$ cat src/rtl/aser_pkg.sv
`timescale 1ns/1ps
package aser_pkg;

    localparam int SAMPLE_W = 20;

    typedef enum logic [1:0] {
        ST_OFF,
        ST_LEAD,
        ST_BITS,
        ST_TAIL
    } slot_st_e;

    typedef enum logic {
        FMT_I2S = 1'b0,
        FMT_RJ  = 1'b1
    } fmt_e;

    typedef struct packed {
        fmt_e       fmt;
        logic [1:0] wl;
    } cfg_t;

    // number of sample bits sent per half in I2S mode
    function automatic logic [4:0] wl_bits(input logic [1:0] wl);
        logic [4:0] n;
        unique case (wl)
            2'b00:   n = 5'd16;
            2'b01:   n = 5'd18;
            default: n = 5'd20;
        endcase
        return n;
    endfunction

endpackage

$ cat src/rtl/aser_timebase.sv
`timescale 1ns/1ps
module aser_timebase #(
    parameter int DIV_LOG2  = 2,
    parameter int HALF_LOG2 = 5
) (
    input  logic                 clk,
    input  logic                 rst_n,
    input  logic                 run,
    output logic                 bclk_q,
    output logic                 slot_edge,
    output logic                 frame_edge,
    output logic                 nxt_half,
    output logic [HALF_LOG2-1:0] nxt_pos
);

    localparam int CNT_W = 1 + HALF_LOG2 + DIV_LOG2;

    logic [CNT_W-1:0] cnt_q;
    logic [CNT_W-1:0] cnt_n;

    // counter parks at all ones so the first running edge opens a frame
    always_comb begin
        cnt_n = run ? cnt_q + CNT_W'(1) : '1;
    end

    assign slot_edge  = run && (&cnt_q[DIV_LOG2-1:0]);
    assign frame_edge = run && (&cnt_q);
    assign nxt_half   = cnt_n[CNT_W-1];
    assign nxt_pos    = cnt_n[CNT_W-2:DIV_LOG2];

    always_ff @(posedge clk or negedge rst_n) begin
        if (!rst_n) begin
            cnt_q  <= '1;
            bclk_q <= 1'b0;
        end else begin
            cnt_q  <= cnt_n;
            bclk_q <= run & cnt_n[DIV_LOG2-1];
        end
    end


    bclk_hi_chk: assert property (@(posedge clk) disable iff (!rst_n)
        (bclk_q && $past(bclk_q)) |=> !bclk_q);


    bclk_lo_chk: assert property (@(posedge clk) disable iff (!rst_n)
        ($fell(bclk_q) && run) |=> !bclk_q);

endmodule

$ cat src/rtl/aser_slot_fsm.sv
`timescale 1ns/1ps
module aser_slot_fsm
    import aser_pkg::*;
#(
    parameter int HALF_LOG2 = 5,
    parameter int RJ_W      = 16
) (
    input  logic                 clk,
    input  logic                 rst_n,
    input  logic                 run,
    input  logic                 slot_edge,
    input  logic                 nxt_half,
    input  logic [HALF_LOG2-1:0] nxt_pos,
    input  cfg_t                 cfg_n,
    output slot_st_e             st_q,
    output logic                 lrck_q,
    output logic                 shift_go,
    output logic                 load_go
);

    localparam int HALF_N = 1 << HALF_LOG2;

    slot_st_e             st_d;
    logic [HALF_LOG2-1:0] first_pos;
    logic [HALF_LOG2-1:0] end_pos;

    always_comb begin
        first_pos = (cfg_n.fmt == FMT_RJ) ? HALF_LOG2'(HALF_N - RJ_W) : HALF_LOG2'(1);
        end_pos   = HALF_LOG2'(wl_bits(cfg_n.wl)) + HALF_LOG2'(1);
    end

    // next-state logic
    always_comb begin
        st_d = st_q;
        if (!run) begin
            st_d = ST_OFF;
        end else if (slot_edge) begin
            unique case (st_q)
                ST_OFF:  st_d = ST_LEAD;
                ST_LEAD: if (nxt_pos == first_pos) st_d = ST_BITS;
                ST_BITS: begin
                    if (nxt_pos == '0)
                        st_d = ST_LEAD;
                    else if (cfg_n.fmt == FMT_I2S && nxt_pos == end_pos)
                        st_d = ST_TAIL;
                end
                ST_TAIL: if (nxt_pos == '0) st_d = ST_LEAD;
                default: st_d = ST_OFF;
            endcase
        end
    end

    assign shift_go = run && slot_edge && (st_d == ST_BITS);
    assign load_go  = run && slot_edge && (nxt_pos == '0);

    // state register
    always_ff @(posedge clk or negedge rst_n) begin
        if (!rst_n) st_q <= ST_OFF;
        else        st_q <= st_d;
    end

    // output register
    always_ff @(posedge clk or negedge rst_n) begin
        if (!rst_n)          lrck_q <= 1'b0;
        else if (!run)       lrck_q <= 1'b0;
        else if (slot_edge)  lrck_q <= nxt_half ^ (cfg_n.fmt == FMT_RJ);
    end

endmodule

$ cat src/rtl/aser_shifter.sv
`timescale 1ns/1ps
module aser_shifter #(
    parameter int W = 20
) (
    input  logic         clk,
    input  logic         rst_n,
    input  logic         run,
    input  logic         slot_edge,
    input  logic         load_go,
    input  logic         shift_go,
    input  logic [W-1:0] load_word,
    output logic         sd_q
);

    logic [W-1:0] sh_q;

    always_ff @(posedge clk or negedge rst_n) begin
        if (!rst_n) begin
            sh_q <= '0;
            sd_q <= 1'b0;
        end else if (!run) begin
            sh_q <= '0;
            sd_q <= 1'b0;
        end else begin
            if (load_go)
                sh_q <= load_word;
            else if (shift_go)
                sh_q <= {sh_q[W-2:0], 1'b0};
            if (slot_edge)
                sd_q <= shift_go ? sh_q[W-1] : 1'b0;
        end
    end

endmodule

$ cat src/rtl/audio_serializer.sv
`timescale 1ns/1ps
module audio_serializer
    import aser_pkg::*;
#(
    parameter int DIV_LOG2  = 2,
    parameter int HALF_LOG2 = 5,
    parameter int RJ_W      = 16
) (
    input  logic                clk,
    input  logic                rst_n,
    input  logic                sleep,
    input  logic                fmt_sel,
    input  logic [1:0]          word_len,
    input  logic [SAMPLE_W-1:0] left_in,
    input  logic [SAMPLE_W-1:0] right_in,
    output logic                smp_req,
    output logic                bclk,
    output logic                lrck,
    output logic                sdata
);

    logic                 run;
    logic                 slot_edge;
    logic                 frame_edge;
    logic                 nxt_half;
    logic [HALF_LOG2-1:0] nxt_pos;
    logic                 shift_go;
    logic                 load_go;
    slot_st_e             st;
    cfg_t                 cfg_q;
    cfg_t                 cfg_n;
    logic [SAMPLE_W-1:0]  hold_r;
    logic [SAMPLE_W-1:0]  load_word;
    logic                 req_q;

    assign run = ~sleep;

    always_comb begin
        if (frame_edge) begin
            cfg_n.fmt = fmt_e'(fmt_sel);
            cfg_n.wl  = word_len;
        end else begin
            cfg_n = cfg_q;
        end
    end

    // left word goes straight in at the frame edge; right waits in hold_r
    assign load_word = nxt_half ? hold_r : left_in;

    always_ff @(posedge clk or negedge rst_n) begin
        if (!rst_n) begin
            cfg_q  <= '{fmt: FMT_I2S, wl: 2'b00};
            hold_r <= '0;
            req_q  <= 1'b0;
        end else begin
            req_q <= frame_edge;
            if (frame_edge) begin
                cfg_q  <= cfg_n;
                hold_r <= right_in;
            end
        end
    end

    aser_timebase #(
        .DIV_LOG2  (DIV_LOG2),
        .HALF_LOG2 (HALF_LOG2)
    ) u_tb (
        .clk        (clk),
        .rst_n      (rst_n),
        .run        (run),
        .bclk_q     (bclk),
        .slot_edge  (slot_edge),
        .frame_edge (frame_edge),
        .nxt_half   (nxt_half),
        .nxt_pos    (nxt_pos)
    );

    aser_slot_fsm #(
        .HALF_LOG2 (HALF_LOG2),
        .RJ_W      (RJ_W)
    ) u_fsm (
        .clk       (clk),
        .rst_n     (rst_n),
        .run       (run),
        .slot_edge (slot_edge),
        .nxt_half  (nxt_half),
        .nxt_pos   (nxt_pos),
        .cfg_n     (cfg_n),
        .st_q      (st),
        .lrck_q    (lrck),
        .shift_go  (shift_go),
        .load_go   (load_go)
    );

    aser_shifter #(
        .W (SAMPLE_W)
    ) u_sh (
        .clk       (clk),
        .rst_n     (rst_n),
        .run       (run),
        .slot_edge (slot_edge),
        .load_go   (load_go),
        .shift_go  (shift_go),
        .load_word (load_word),
        .sd_q      (sdata)
    );

    assign smp_req = req_q;


    ws_on_fall_chk: assert property (@(posedge clk) disable iff (!rst_n)
        (!$stable(lrck) && st != ST_OFF && $past(st) != ST_OFF) |-> $fell(bclk));


    sd_on_fall_chk: assert property (@(posedge clk) disable iff (!rst_n)
        (!$stable(sdata) && st != ST_OFF && $past(st) != ST_OFF) |-> $fell(bclk));


    sleep_quiet_chk: assert property (@(posedge clk) disable iff (!rst_n)
        sleep |=> (!bclk && !lrck && !sdata && !smp_req));


    req_pulse_chk: assert property (@(posedge clk) disable iff (!rst_n)
        smp_req |=> !smp_req);


    rj_no_tail_chk: assert property (@(posedge clk) disable iff (!rst_n)
        (st == ST_TAIL) |-> (cfg_q.fmt == FMT_I2S));


    sd_in_bits_chk: assert property (@(posedge clk) disable iff (!rst_n)
        sdata |-> (st == ST_BITS));

endmodule

$ cat config.mk
export PLATFORM = sky130hd
export DESIGN_NAME = audio_serializer
export DESIGN_NICKNAME = d
export VERILOG_FILES = /design/src/rtl/aser_pkg.sv /design/src/rtl/aser_timebase.sv /design/src/rtl/aser_slot_fsm.sv /design/src/rtl/aser_shifter.sv /design/src/rtl/audio_serializer.sv
export SDC_FILE = /design/constraint.sdc
export NUM_CORES = 1
export LEC_CHECK = 0
export BUFFER_PORTS_ARGS = -buffer_cell sky130_fd_sc_hd__clkbuf_2
export CAP_MARGIN = 30
export CORE_MARGIN = 2
export CORE_UTILIZATION = 55
export CTS_BUF_LIST = sky130_fd_sc_hd__clkbuf_8
export DETAILED_ROUTE_END_ITERATION = 12
export HOLD_SLACK_MARGIN = 0.15
export PLACE_DENSITY_LB_ADDON = 0.3
export RECOVER_POWER = 100
export SYNTH_ARGS = -nofsm -noshare
export SYNTH_HDL_FRONTEND = slang
export SYNTH_SLANG_ARGS = --single-unit
$ cat constraint.sdc
create_clock -name clk -period 3.2 [get_ports clk]
set_input_delay 0.64 -clock clk [delete_from_list [all_inputs] [get_ports clk]]
set_output_delay 0.64 -clock clk [all_outputs]
set_load 0.01 [all_outputs]
==> out/metrics.csv, run 1 <==
stage,metric,value,unit
cts,htree depth,3,
cts,CTS Buf Count,9,
power_and_ir_drop,"IR drop worst, VDD",0.589,mV
power_and_ir_drop,fraction of power consumed by the clock network,0.335,
floorplanning,# IOs,50,
yosys,Gate Count Post-Synth,320,
global_routing,number of antenna violations at the first check in global routing,0,
global_routing,global-route wire length before repair,11.7,mm
placed_design,placed instance area,3490,um2
floorplanning,die height,80.5,um
timing,largest clock skew in the final design,0.00424,ns
yosys,library cell with the largest summed area after synthesis,sky130_fd_sc_hd__dfrtp_1,
global_routing,GR Util All Layers,0.240,
global_routing,pin count of the biggest net entering global routing,57,
timing,transition time of the tightest slew-check pin,1.37,ns
global_routing,number of global-route vias before repair,2389,
setup_path,"Slowest-stage cell, CP",sky130_fd_sc_hd__dfstp_2,
cts,source-to-sink clock delay at the later pin of the worst-skew pair,0.34,ns
yosys,number of synthesized register bits,57,
finish,share of post-route cells with drive strength above 1,0.274,
placed_design,Buffers on Ports,49,
cts,maximum buffer depth of the clock tree,2,
hold_path,class of the most critical hold timing path,register to register,
setup_path,data arrival at the endpoint of the critical path,3.26,ns
yosys,number of nets in the synthesized netlist,367,
timing,"Slew Viols, Final",0,
route,DR pass1 iterations,4,
floorplanning,total number of placement rows,27,
floorplanning,floorplan die area,6480,um2
setup_path,Crit Path Class,register to register,
timing,fmax,0.330,GHz
route,total length of routed wires,7.13,mm
cts,Post-CTS Hold Fix Bufs,0,
yosys,fraction of post-synthesis cell area in the top cell type by area,0.381,
floorplanning,core region area,5570,um2
cts,Sink Count,57,
setup_path,Worst setup EP type,register,
cts,setup fix buffers added after clock tree synthesis,0,
floorplanning,starting density of the core,0.577,
power_and_ir_drop,Power Density,670,nW/um2
timing,portion of the clock cycle consumed by the worst path in the final layout,0.946,
setup_path,Crit path largest cell delay,0.59,ns
timing,Final setup violation count,0,
cts,root cell of the clock tree,sky130_fd_sc_hd__clkbuf_8,
route,number of remaining DRC errors,0,
floorplanning,Horiz. Die Dim,80.5,um
power_and_ir_drop,net switching power of the design,754,uW
power_and_ir_drop,internal power,1690,uW
timing,final worst-path setup slack,0.173,ns
yosys,fraction of registers with async set/reset,1.00,
setup_path,"Max FO, Critical Path",42,
yosys,synthesized area,3220,um2
timing,sum of negative setup slack,0,ns
finish,layout filler cell count,458,
setup_path,"most used cell, CP",sky130_fd_sc_hd__nand3_1,
finish,Diodes inserted,0,
yosys,mean instance size in the synthesized netlist,10.1,um2
global_routing,GRT Residual Overflow,0,
power_and_ir_drop,fraction of power spent switching nets,0.308,
timing,slew margin rel.,0.0889,
setup_path,Required @ worst endpoint,3.43,ns
power_and_ir_drop,P_leak,0.00162,uW
yosys,count of cell types in the netlist,53,
setup_path,Worst path top cell family by delay,compound AO/OA/AOI/OAI gates,
timing,number of hold-slack violations in the final timing report,0,
setup_path,critical-path cell list,ha_2 -> and3b_1 -> nand3_1 -> mux2_1 -> nand3_1 -> a21oi_4 -> clkbuf_4 -> a221o_1 -> a211oi_1,
yosys,Synth Warn #,0,
route,total via count after detailed routing,2560,
route,average wire per cell in the routed design,16.2,um
finish,signed area change from the synthesized netlist to the final layout,13.5,%
setup_path,worst path buffer plus inverter count,1,
cts,TritonCTS clock tree,yes,
power_and_ir_drop,part of the total power dissipated in combinational logic,0.243,
setup_path,Setup crit start kind,register,
route,Routed Antenna Nets,0,
placed_design,HPWL after detailed placement,4.82,mm
finish,layout net count,411,
yosys,cell types occupying the most area after synthesis,"sky130_fd_sc_hd__dfrtp_1, sky130_fd_sc_hd__nand2_1, sky130_fd_sc_hd__dfstp_2, sky130_fd_sc_hd__mux2i_1, sky130_fd_sc_hd__a221o_1",
yosys,sequential cell area fraction in the yosys report,0.446,
finish,fin area,3650,um2
route,routed via count divided by cell count,5.80,
placed_design,Final Wtd Congestion,0.853,
cts,clock transition time at the flip-flop clock pins of the worst setup and hold paths,0.06,ns
cts,post-cts repair resize count,0,
placed_design,number of placed cells counting well taps,424,
yosys,leading register cell type out of synthesis,sky130_fd_sc_hd__dfrtp_1,
timing,unrepaired setup endpoints after global routing,false,
timing,final period demand of the worst path,3.03,ns
job,number of maximum-capacitance constraint violations,0,
placed_design,pre-CTS setup slack,0.203,ns
power_and_ir_drop,relative contribution of sequential cells to total power,0.422,
finish,Final Non-Filler Cells,441,
yosys,number of flops mapped to enable cells by yosys,0,
run_status,status,"finished, final reports clean",
route,initial DRC count,263,
[sequential cells by signal (all words and copies together) (netlist names)]
register,count
smp_req,1
u_fsm.st_q,2
hold_r,20
u_sh.sh_q,20
u_tb.cnt_q,8
u_fsm.lrck_q,1
u_tb.bclk_q,1
cfg_q,3
u_sh.sd_q,1
[power by group through the flow]
stage	Sequential [uW]	Combinational [uW]	Clock, uW
after CTS	1030	604	831
after detailed placement	1040	597	0
final	1030	594	820
after global placement	1030	578	0
after global routing	1050	669	865
after floorplan	995	446	0
[cells by family after synthesis]
logic type / Yosys count / synth area share
and+or+nand+nor: 142 / 0.237
buffers and inverters: 33 / 0.0603
AOI/OAI and AO/OA: 62 / 0.175
muxes: 21 / 0.0661
DFF: 57 / 0.446
adders and majority gates: 1 / 0.00389
xor gates and xnor gates: 4 / 0.0109
[final cells by class]
cell class | count | area, um2 | share of cell area
inverters | 7 | 26.3 | 0.00719
clock inverters | 6 | 105 | 0.0288
multi-input cells | 231 | 1550 | 0.425
well taps | 72 | 90.1 | 0.0247
repair buffers | 58 | 303 | 0.0829
flip-flops and latches | 57 | 1440 | 0.393
clock buffers | 10 | 138 | 0.0377
[metal layers]
metal,global-route usage,up-vias,part of all wire
met5,0,-,0
met4,0.0831,0,0.0083
met3,0.0640,8,0.062
met2,0.343,78,0.47
met1,0.353,1212,0.46
li1,-,1262,-
[tightest hold or removal path, delay by kind of cell (launching register included)]
family,cells,cell delay [ns]
flops,1,0.34
simple gates,2,0.10
[layout by cell type (no fill, tap or decap), drive strengths merged, types with 2 or more instances in the layout]
master   n
inv      7
nand3    7
clkbuf  64
a221o   18
a31oi    2
dfstp    8
a21oi    6
buf      4
a31o     2
and4     2
dfrtp   49
bufinv   3
clkinv   3
o21ai    7
nor4    18
or3      3
mux2i   19
and3     3
xnor2    3
a211oi  19
and2     2
nor3     5
o211a    2
nand4    4
nand2   66
mux2     2
a311oi   2
nor2    25
[synthesized netlist by cell type (all sizes together), types with 2 or more instances]
| cell | n |
|---|---|
| clkbuf | 8 |
| nor2 | 25 |
| nand4 | 4 |
| mux2 | 2 |
| nor4 | 18 |
| buf | 18 |
| and4 | 2 |
| a21oi | 6 |
| mux2i | 19 |
| inv | 7 |
| nand2 | 66 |
| a31o | 2 |
| dfstp | 8 |
| and2 | 2 |
| and3 | 3 |
| nand3 | 7 |
| a31oi | 2 |
| xnor2 | 3 |
| nor3 | 5 |
| dfrtp | 49 |
| or3 | 3 |
| o21ai | 7 |
| a311oi | 2 |
| a211oi | 19 |
| a221o | 18 |
[final timing paths]
check	from	to	slack [ns]	cells past startpoint
worst max-delay path	u_tb.cnt_q[0]	u_sh.sh_q[14]	0.17	9
worst min-delay path	hold_r[17]	hold_r[17]	0.47	2
worst max register to register	u_tb.cnt_q[0]	u_sh.sh_q[14]	0.17	9
worst min register to register	hold_r[17]	hold_r[17]	0.47	2
max in group asynchronous	rst_n	hold_r[13]	1.14	2
min in group asynchronous	rst_n	u_tb.bclk_q	0.59	1
[through the flow]
stage	hold slack (ns)	util	power (uW)
2_1_floorplan	0.344	-	1440
5_1_grt	0.488	0.655	2590
4_1_cts	0.335	0.669	2470
3_3_place_gp	0.448	0.626	1610
3_5_place_dp	0.454	0.626	1640
6_report	0.465	0.655	2450
(Power assumes the default switching activity.)
==> inputs of run 2 (changes only) <==
--- a/config.mk
+++ b/config.mk
@@ -8,7 +8,7 @@
 export BUFFER_PORTS_ARGS = -buffer_cell sky130_fd_sc_hd__clkbuf_2
 export CAP_MARGIN = 30
 export CORE_MARGIN = 2
-export CORE_UTILIZATION = 55
+export CORE_UTILIZATION = 45
 export CTS_BUF_LIST = sky130_fd_sc_hd__clkbuf_8
 export DETAILED_ROUTE_END_ITERATION = 12
 export HOLD_SLACK_MARGIN = 0.15
==> run 2 against run 1 <==
The flow now finishes with violations (max-capacitance violations, max-slew violations). Non-clock buffer count is 2 higher. Hold slack worse by 0.00099 ns. Routed wire length is 3.1% lower. Register-to-register slack better by 0.05 ns. Highest routed layer unchanged.
==> out/metrics.csv, run 2 (synthesis results as in run 1) <==
stage,metric,value,unit
run_status,status,"finished, violations left",
run_status,violated checks,"max-capacitance violations, max-slew violations",
setup_path,Crit Path Class,register to register,
power_and_ir_drop,Power Density,609,nW/um2
setup_path,data arrival at the endpoint of the critical path,3.22,ns
route,total length of routed wires,6.91,mm
finish,Largest regs,"hold_r (20), u_sh.sh_q (20), u_tb.cnt_q (8)",
timing,unrepaired setup endpoints after global routing,false,
timing,fmax,0.336,GHz
placed_design,HPWL after detailed placement,4.69,mm
timing,sum of negative setup slack,0,ns
cts,htree depth,3,
finish,signed area change from the synthesized netlist to the final layout,13.7,%
timing,number of hold-slack violations in the final timing report,0,
finish,share of post-route cells with drive strength above 1,0.278,
setup_path,Required @ worst endpoint,3.44,ns
power_and_ir_drop,"IR drop worst, VDD",0.316,mV
floorplanning,core region area,6870,um2
timing,Final setup violation count,0,
cts,source-to-sink clock delay at the later pin of the worst-skew pair,0.34,ns
route,total via count after detailed routing,2530,
cts,root cell of the clock tree,sky130_fd_sc_hd__clkbuf_8,
cts,setup fix buffers added after clock tree synthesis,0,
finish,highest-count cells in the layout ignoring fill and taps,"sky130_fd_sc_hd__nand2_1, sky130_fd_sc_hd__dfrtp_1, sky130_fd_sc_hd__clkbuf_2",
route,average wire per cell in the routed design,14.8,um
route,Routed Antenna Nets,0,
setup_path,Setup crit start kind,register,
global_routing,number of antenna violations at the first check in global routing,0,
timing,transition time of the tightest slew-check pin,1.61,ns
cts,Post-CTS Hold Fix Bufs,0,
floorplanning,# IOs,50,
hold_path,class of the most critical hold timing path,register to register,
setup_path,Worst setup EP type,register,
floorplanning,starting density of the core,0.468,
global_routing,number of global-route vias before repair,2460,
setup_path,"Slowest-stage cell, CP",sky130_fd_sc_hd__dfstp_1,
setup_path,critical-path cell list,and4_1 -> nand4_1 -> xnor2_1 -> nor2_2 -> clkbuf_2 -> mux2i_1 -> a221o_1 -> a211oi_1,
cts,Sink Count,57,
setup_path,Crit path largest cell delay,0.72,ns
finish,"most common cell after layout, fill and taps aside",sky130_fd_sc_hd__nand2_1,
finish,fin area,3660,um2
finish,Diodes inserted,0,
placed_design,Buffers on Ports,49,
cts,maximum buffer depth of the clock tree,2,
timing,slew margin rel.,-0.0707,
power_and_ir_drop,post-layout power,2230,uW
placed_design,Final Wtd Congestion,0.874,
global_routing,GRT Residual Overflow,0,
route,DR pass1 iterations,5,
timing,portion of the clock cycle consumed by the worst path in the final layout,0.930,
route,initial DRC count,172,
floorplanning,floorplan die area,7840,um2
setup_path,"Max FO, Critical Path",22,
cts,TritonCTS clock tree,yes,
route,routed via count divided by cell count,5.43,
floorplanning,die height,88.6,um
route,number of remaining DRC errors,0,
job,number of maximum-capacitance constraint violations,1,
cts,clock transition time at the flip-flop clock pins of the worst setup and hold paths,0.06,ns
cts,CTS Buf Count,9,
finish,Util after Layout,0.533,
floorplanning,Horiz. Die Dim,88.6,um
placed_design,placed instance area,3530,um2
floorplanning,total number of placement rows,30,
timing,largest clock skew in the final design,0.00766,ns
global_routing,GR Util All Layers,0.198,
timing,final period demand of the worst path,2.98,ns
power_and_ir_drop,P_leak,0.00161,uW
finish,layout net count,412,
global_routing,pin count of the biggest net entering global routing,41,
timing,"Slew Viols, Final",32,
global_routing,global-route wire length before repair,11.9,mm
## run 2: layout make-up
class	instances	area [um2]
repair buffers	60	327
flip-flops and latches	57	1440
clock buffers	13	179
well taps	96	120
inverters	7	26.3
multi-input cells	230	1560
fillers	649	3210
clock inverters	3	13.8
## run 2: through the flow
stage / hold slack (ns) / setup WS (ns) / instances
after CTS: 0.381 / 0.150 / 466
after global placement: 0.446 / 0.306 / 450
after global routing: 0.494 / 0.0308 / 466
final: 0.464 / 0.223 / 466
after detailed placement: 0.455 / 0.190 / 450
after floorplan: 0.344 / 0.607 / 320
## run 2: power by group
group          internal [uW]  switching [uW]
sequential               906             109
combinational            247             321
clock                    360             286
## run 2: final timing paths
kind | startpoint | endpoint | slack (ns) | depth (start not counted)
worst max-delay path | u_tb.cnt_q[2] | u_sh.sh_q[13] | 0.22 | 8
worst min-delay path | hold_r[14] | hold_r[14] | 0.46 | 2
worst max register to register | u_tb.cnt_q[2] | u_sh.sh_q[13] | 0.22 | 8
worst min register to register | hold_r[14] | hold_r[14] | 0.46 | 2
max in group asynchronous | rst_n | cfg_q[1] | 0.95 | 2
min in group asynchronous | rst_n | u_sh.sh_q[1] | 0.70 | 1
## run 2: critical path: cells and delay by family, from the launching register on
| family | cells | cell delay (ns) |
|---|---|---|
| and+or+nand+nor | 3 | 0.60 |
| AOI/OAI and AO/OA | 2 | 0.60 |
| muxes | 1 | 0.20 |
| xor gates and xnor gates | 1 | 0.17 |
| buffers and inverters | 1 | 0.58 |
| DFF | 1 | 0.72 |
## run 2: timing repair
action | in CTS | in global routing
resized for setup | 0 | 1
endpoints found under the setup margin | 0 | 12
endpoints found under the hold margin | 0 | 0
## run 2: layer usage
metal  vias to the layer above  routed length [um]  global-route usage
met5                         -                   0                   0
met4                         0                 157              0.0895
met3                        13                 329              0.0364
met2                        62                3160               0.296
met1                      1199                3270               0.279
li1                       1256                   -                   -
==> inputs of run 3 (changes only) <==
--- a/config.mk
+++ b/config.mk
@@ -9,7 +9,6 @@
 export CAP_MARGIN = 30
 export CORE_MARGIN = 2
 export CORE_UTILIZATION = 45
-export CTS_BUF_LIST = sky130_fd_sc_hd__clkbuf_8
 export DETAILED_ROUTE_END_ITERATION = 12
 export HOLD_SLACK_MARGIN = 0.15
 export PLACE_DENSITY_LB_ADDON = 0.3
==> run 3 against run 2 <==
Maximum frequency hardly changed. Die area stayed put. Largest cell class unchanged. The run still ends with max-capacitance violations, max-slew violations left. Critical path depth unchanged.
==> out/metrics.csv, run 3 (synthesis results as in run 1) <==
stage,metric,value,unit
setup_path,Worst path top cell family by delay,flip-flops,
run_status,status,"finished, violations left",
timing,unrepaired setup endpoints after global routing,false,
setup_path,Crit Path Class,register to register,
cts,source-to-sink clock delay at the later pin of the worst-skew pair,0.34,ns
placed_design,Final Wtd Congestion,0.874,
setup_path,worst path buffer plus inverter count,1,
cts,clock transition time at the flip-flop clock pins of the worst setup and hold paths,0.06,ns
timing,tightest hold margin,0.464,ns
global_routing,pin count of the biggest net entering global routing,41,
global_routing,GR Util All Layers,0.198,
timing,"Slew Viols, Final",32,
hold_path,class of the most critical hold timing path,register to register,
placed_design,Buffers on Ports,49,
route,total via count after detailed routing,2531,
cts,root cell of the clock tree,sky130_fd_sc_hd__clkbuf_8,
setup_path,Crit path largest cell delay,0.72,ns
finish,signed area change from the synthesized netlist to the final layout,13.7,%
floorplanning,total number of placement rows,30,
finish,share of post-route cells with drive strength above 1,0.278,
floorplanning,floorplan die area,7840,um2
setup_path,Setup crit start kind,register,
finish,Final Non-Filler Cells,466,
floorplanning,Horiz. Die Dim,88.6,um
timing,final period demand of the worst path,2.98,ns
timing,number of hold-slack violations in the final timing report,0,
finish,Diodes inserted,0,
timing,Final setup violation count,0,
floorplanning,starting density of the core,0.468,
timing,largest clock skew in the final design,0.00766,ns
cts,CTS Buf Count,9,
timing,transition time of the tightest slew-check pin,1.61,ns
setup_path,"Slowest-stage cell, CP",sky130_fd_sc_hd__dfstp_1,
global_routing,GRT Residual Overflow,0,
timing,sum of negative setup slack,0,ns
timing,slew margin rel.,-0.0706,
setup_path,data arrival at the endpoint of the critical path,3.22,ns
route,Routed Antenna Nets,0,
job,number of maximum-capacitance constraint violations,1,
power_and_ir_drop,P_leak,0.00161,uW
route,total length of routed wires,6.93,mm
cts,maximum buffer depth of the clock tree,2,
route,initial DRC count,172,
cts,Post-CTS Hold Fix Bufs,0,
placed_design,number of placed cells counting well taps,450,
timing,fmax,0.336,GHz
global_routing,number of antenna violations at the first check in global routing,0,
run_status,violated checks,"max-capacitance violations, max-slew violations",
global_routing,number of global-route vias before repair,2460,
floorplanning,# IOs,50,
setup_path,critical-path cell list,and4_1 -> nand4_1 -> xnor2_1 -> nor2_2 -> clkbuf_2 -> mux2i_1 -> a221o_1 -> a211oi_1,
setup_path,"Max FO, Critical Path",22,
cts,Sink Count,57,
floorplanning,die height,88.6,um
finish,"most common cell after layout, fill and taps aside",sky130_fd_sc_hd__nand2_1,
finish,Largest regs,"hold_r (20), u_sh.sh_q (20), u_tb.cnt_q (8)",
floorplanning,core region area,6870,um2
cts,TritonCTS clock tree,yes,
cts,htree depth,3,
route,number of remaining DRC errors,0,
placed_design,placed instance area,3530,um2
route,DR pass1 iterations,4,
finish,highest-count cells in the layout ignoring fill and taps,"sky130_fd_sc_hd__nand2_1, sky130_fd_sc_hd__dfrtp_1, sky130_fd_sc_hd__clkbuf_2",
placed_design,HPWL after detailed placement,4.69,mm
route,average wire per cell in the routed design,14.9,um
setup_path,Required @ worst endpoint,3.44,ns
timing,portion of the clock cycle consumed by the worst path in the final layout,0.930,
power_and_ir_drop,"IR drop worst, VDD",0.316,mV
finish,layout net count,412,
setup_path,Worst setup EP type,register,
finish,fin area,3660,um2
global_routing,global-route wire length before repair,11.9,mm
finish,Util after Layout,0.533,
power_and_ir_drop,Power Density,610,nW/um2
route,routed via count divided by cell count,5.43,
cts,setup fix buffers added after clock tree synthesis,0,
[run 3: power by group]
| part | total [uW] | internal (uW) | switching, uW |
|---|---|---|---|
| sequential | 1010 | 906 | 109 |
| clock | 649 | 363 | 286 |
| combinational | 569 | 247 | 321 |
| total | 2230 | 1520 | 716 |
[run 3: per-stage QoR]
step	total power, uW	setup slack [ns]
3_3_place_gp	1590	0.306
6_report	2230	0.223
5_1_grt	2390	0.0308
4_1_cts	2270	0.149
3_5_place_dp	1610	0.190
2_1_floorplan	1440	0.607
[run 3: worst register-to-register path, delay by kind of cell, from the launching register on]
family | cells | cell delay (ns)
AOI/OAI and AO/OA | 2 | 0.60
and+or+nand+nor | 3 | 0.60
DFF | 1 | 0.72
muxes | 1 | 0.21
buffers and inverters | 1 | 0.58
xor gates and xnor gates | 1 | 0.17
[run 3: layout make-up]
type	count	area, um2
clock inverter	2	10.0
timing repair buffer	60	327
inverter	7	26.3
sequential	57	1440
fill	649	3210
tap	96	120
multi-input combinational	230	1560
clock buffer	14	183
[run 3: timing repair]
| item | CTS | global route |
|---|---|---|
| gates resized for setup | 0 | 1 |
| hold endpoints to repair | 0 | 0 |
| endpoints found under the setup margin | 0 | 12 |
[run 3: path summary, 6_finish.rpt]
| kind | start | end | slack (ns) | cells after the start |
|---|---|---|---|---|
| max in group asynchronous | rst_n | cfg_q[1] | 0.95 | 2 |
| setup reg to reg | u_tb.cnt_q[2] | u_sh.sh_q[13] | 0.22 | 8 |
| setup / recovery | u_tb.cnt_q[2] | u_sh.sh_q[13] | 0.22 | 8 |
| min in group asynchronous | rst_n | u_sh.sh_q[1] | 0.70 | 1 |
| hold / removal | hold_r[14] | hold_r[14] | 0.46 | 2 |
| hold reg to reg | hold_r[14] | hold_r[14] | 0.46 | 2 |
[run 3: routing by layer]
layer / part of all wire / wire, um / GRT usage
met5: 0 / 0 / 0
met4: 0.023 / 157 / 0.0895
met3: 0.046 / 321 / 0.0364
met2: 0.46 / 3180 / 0.296
met1: 0.47 / 3270 / 0.279
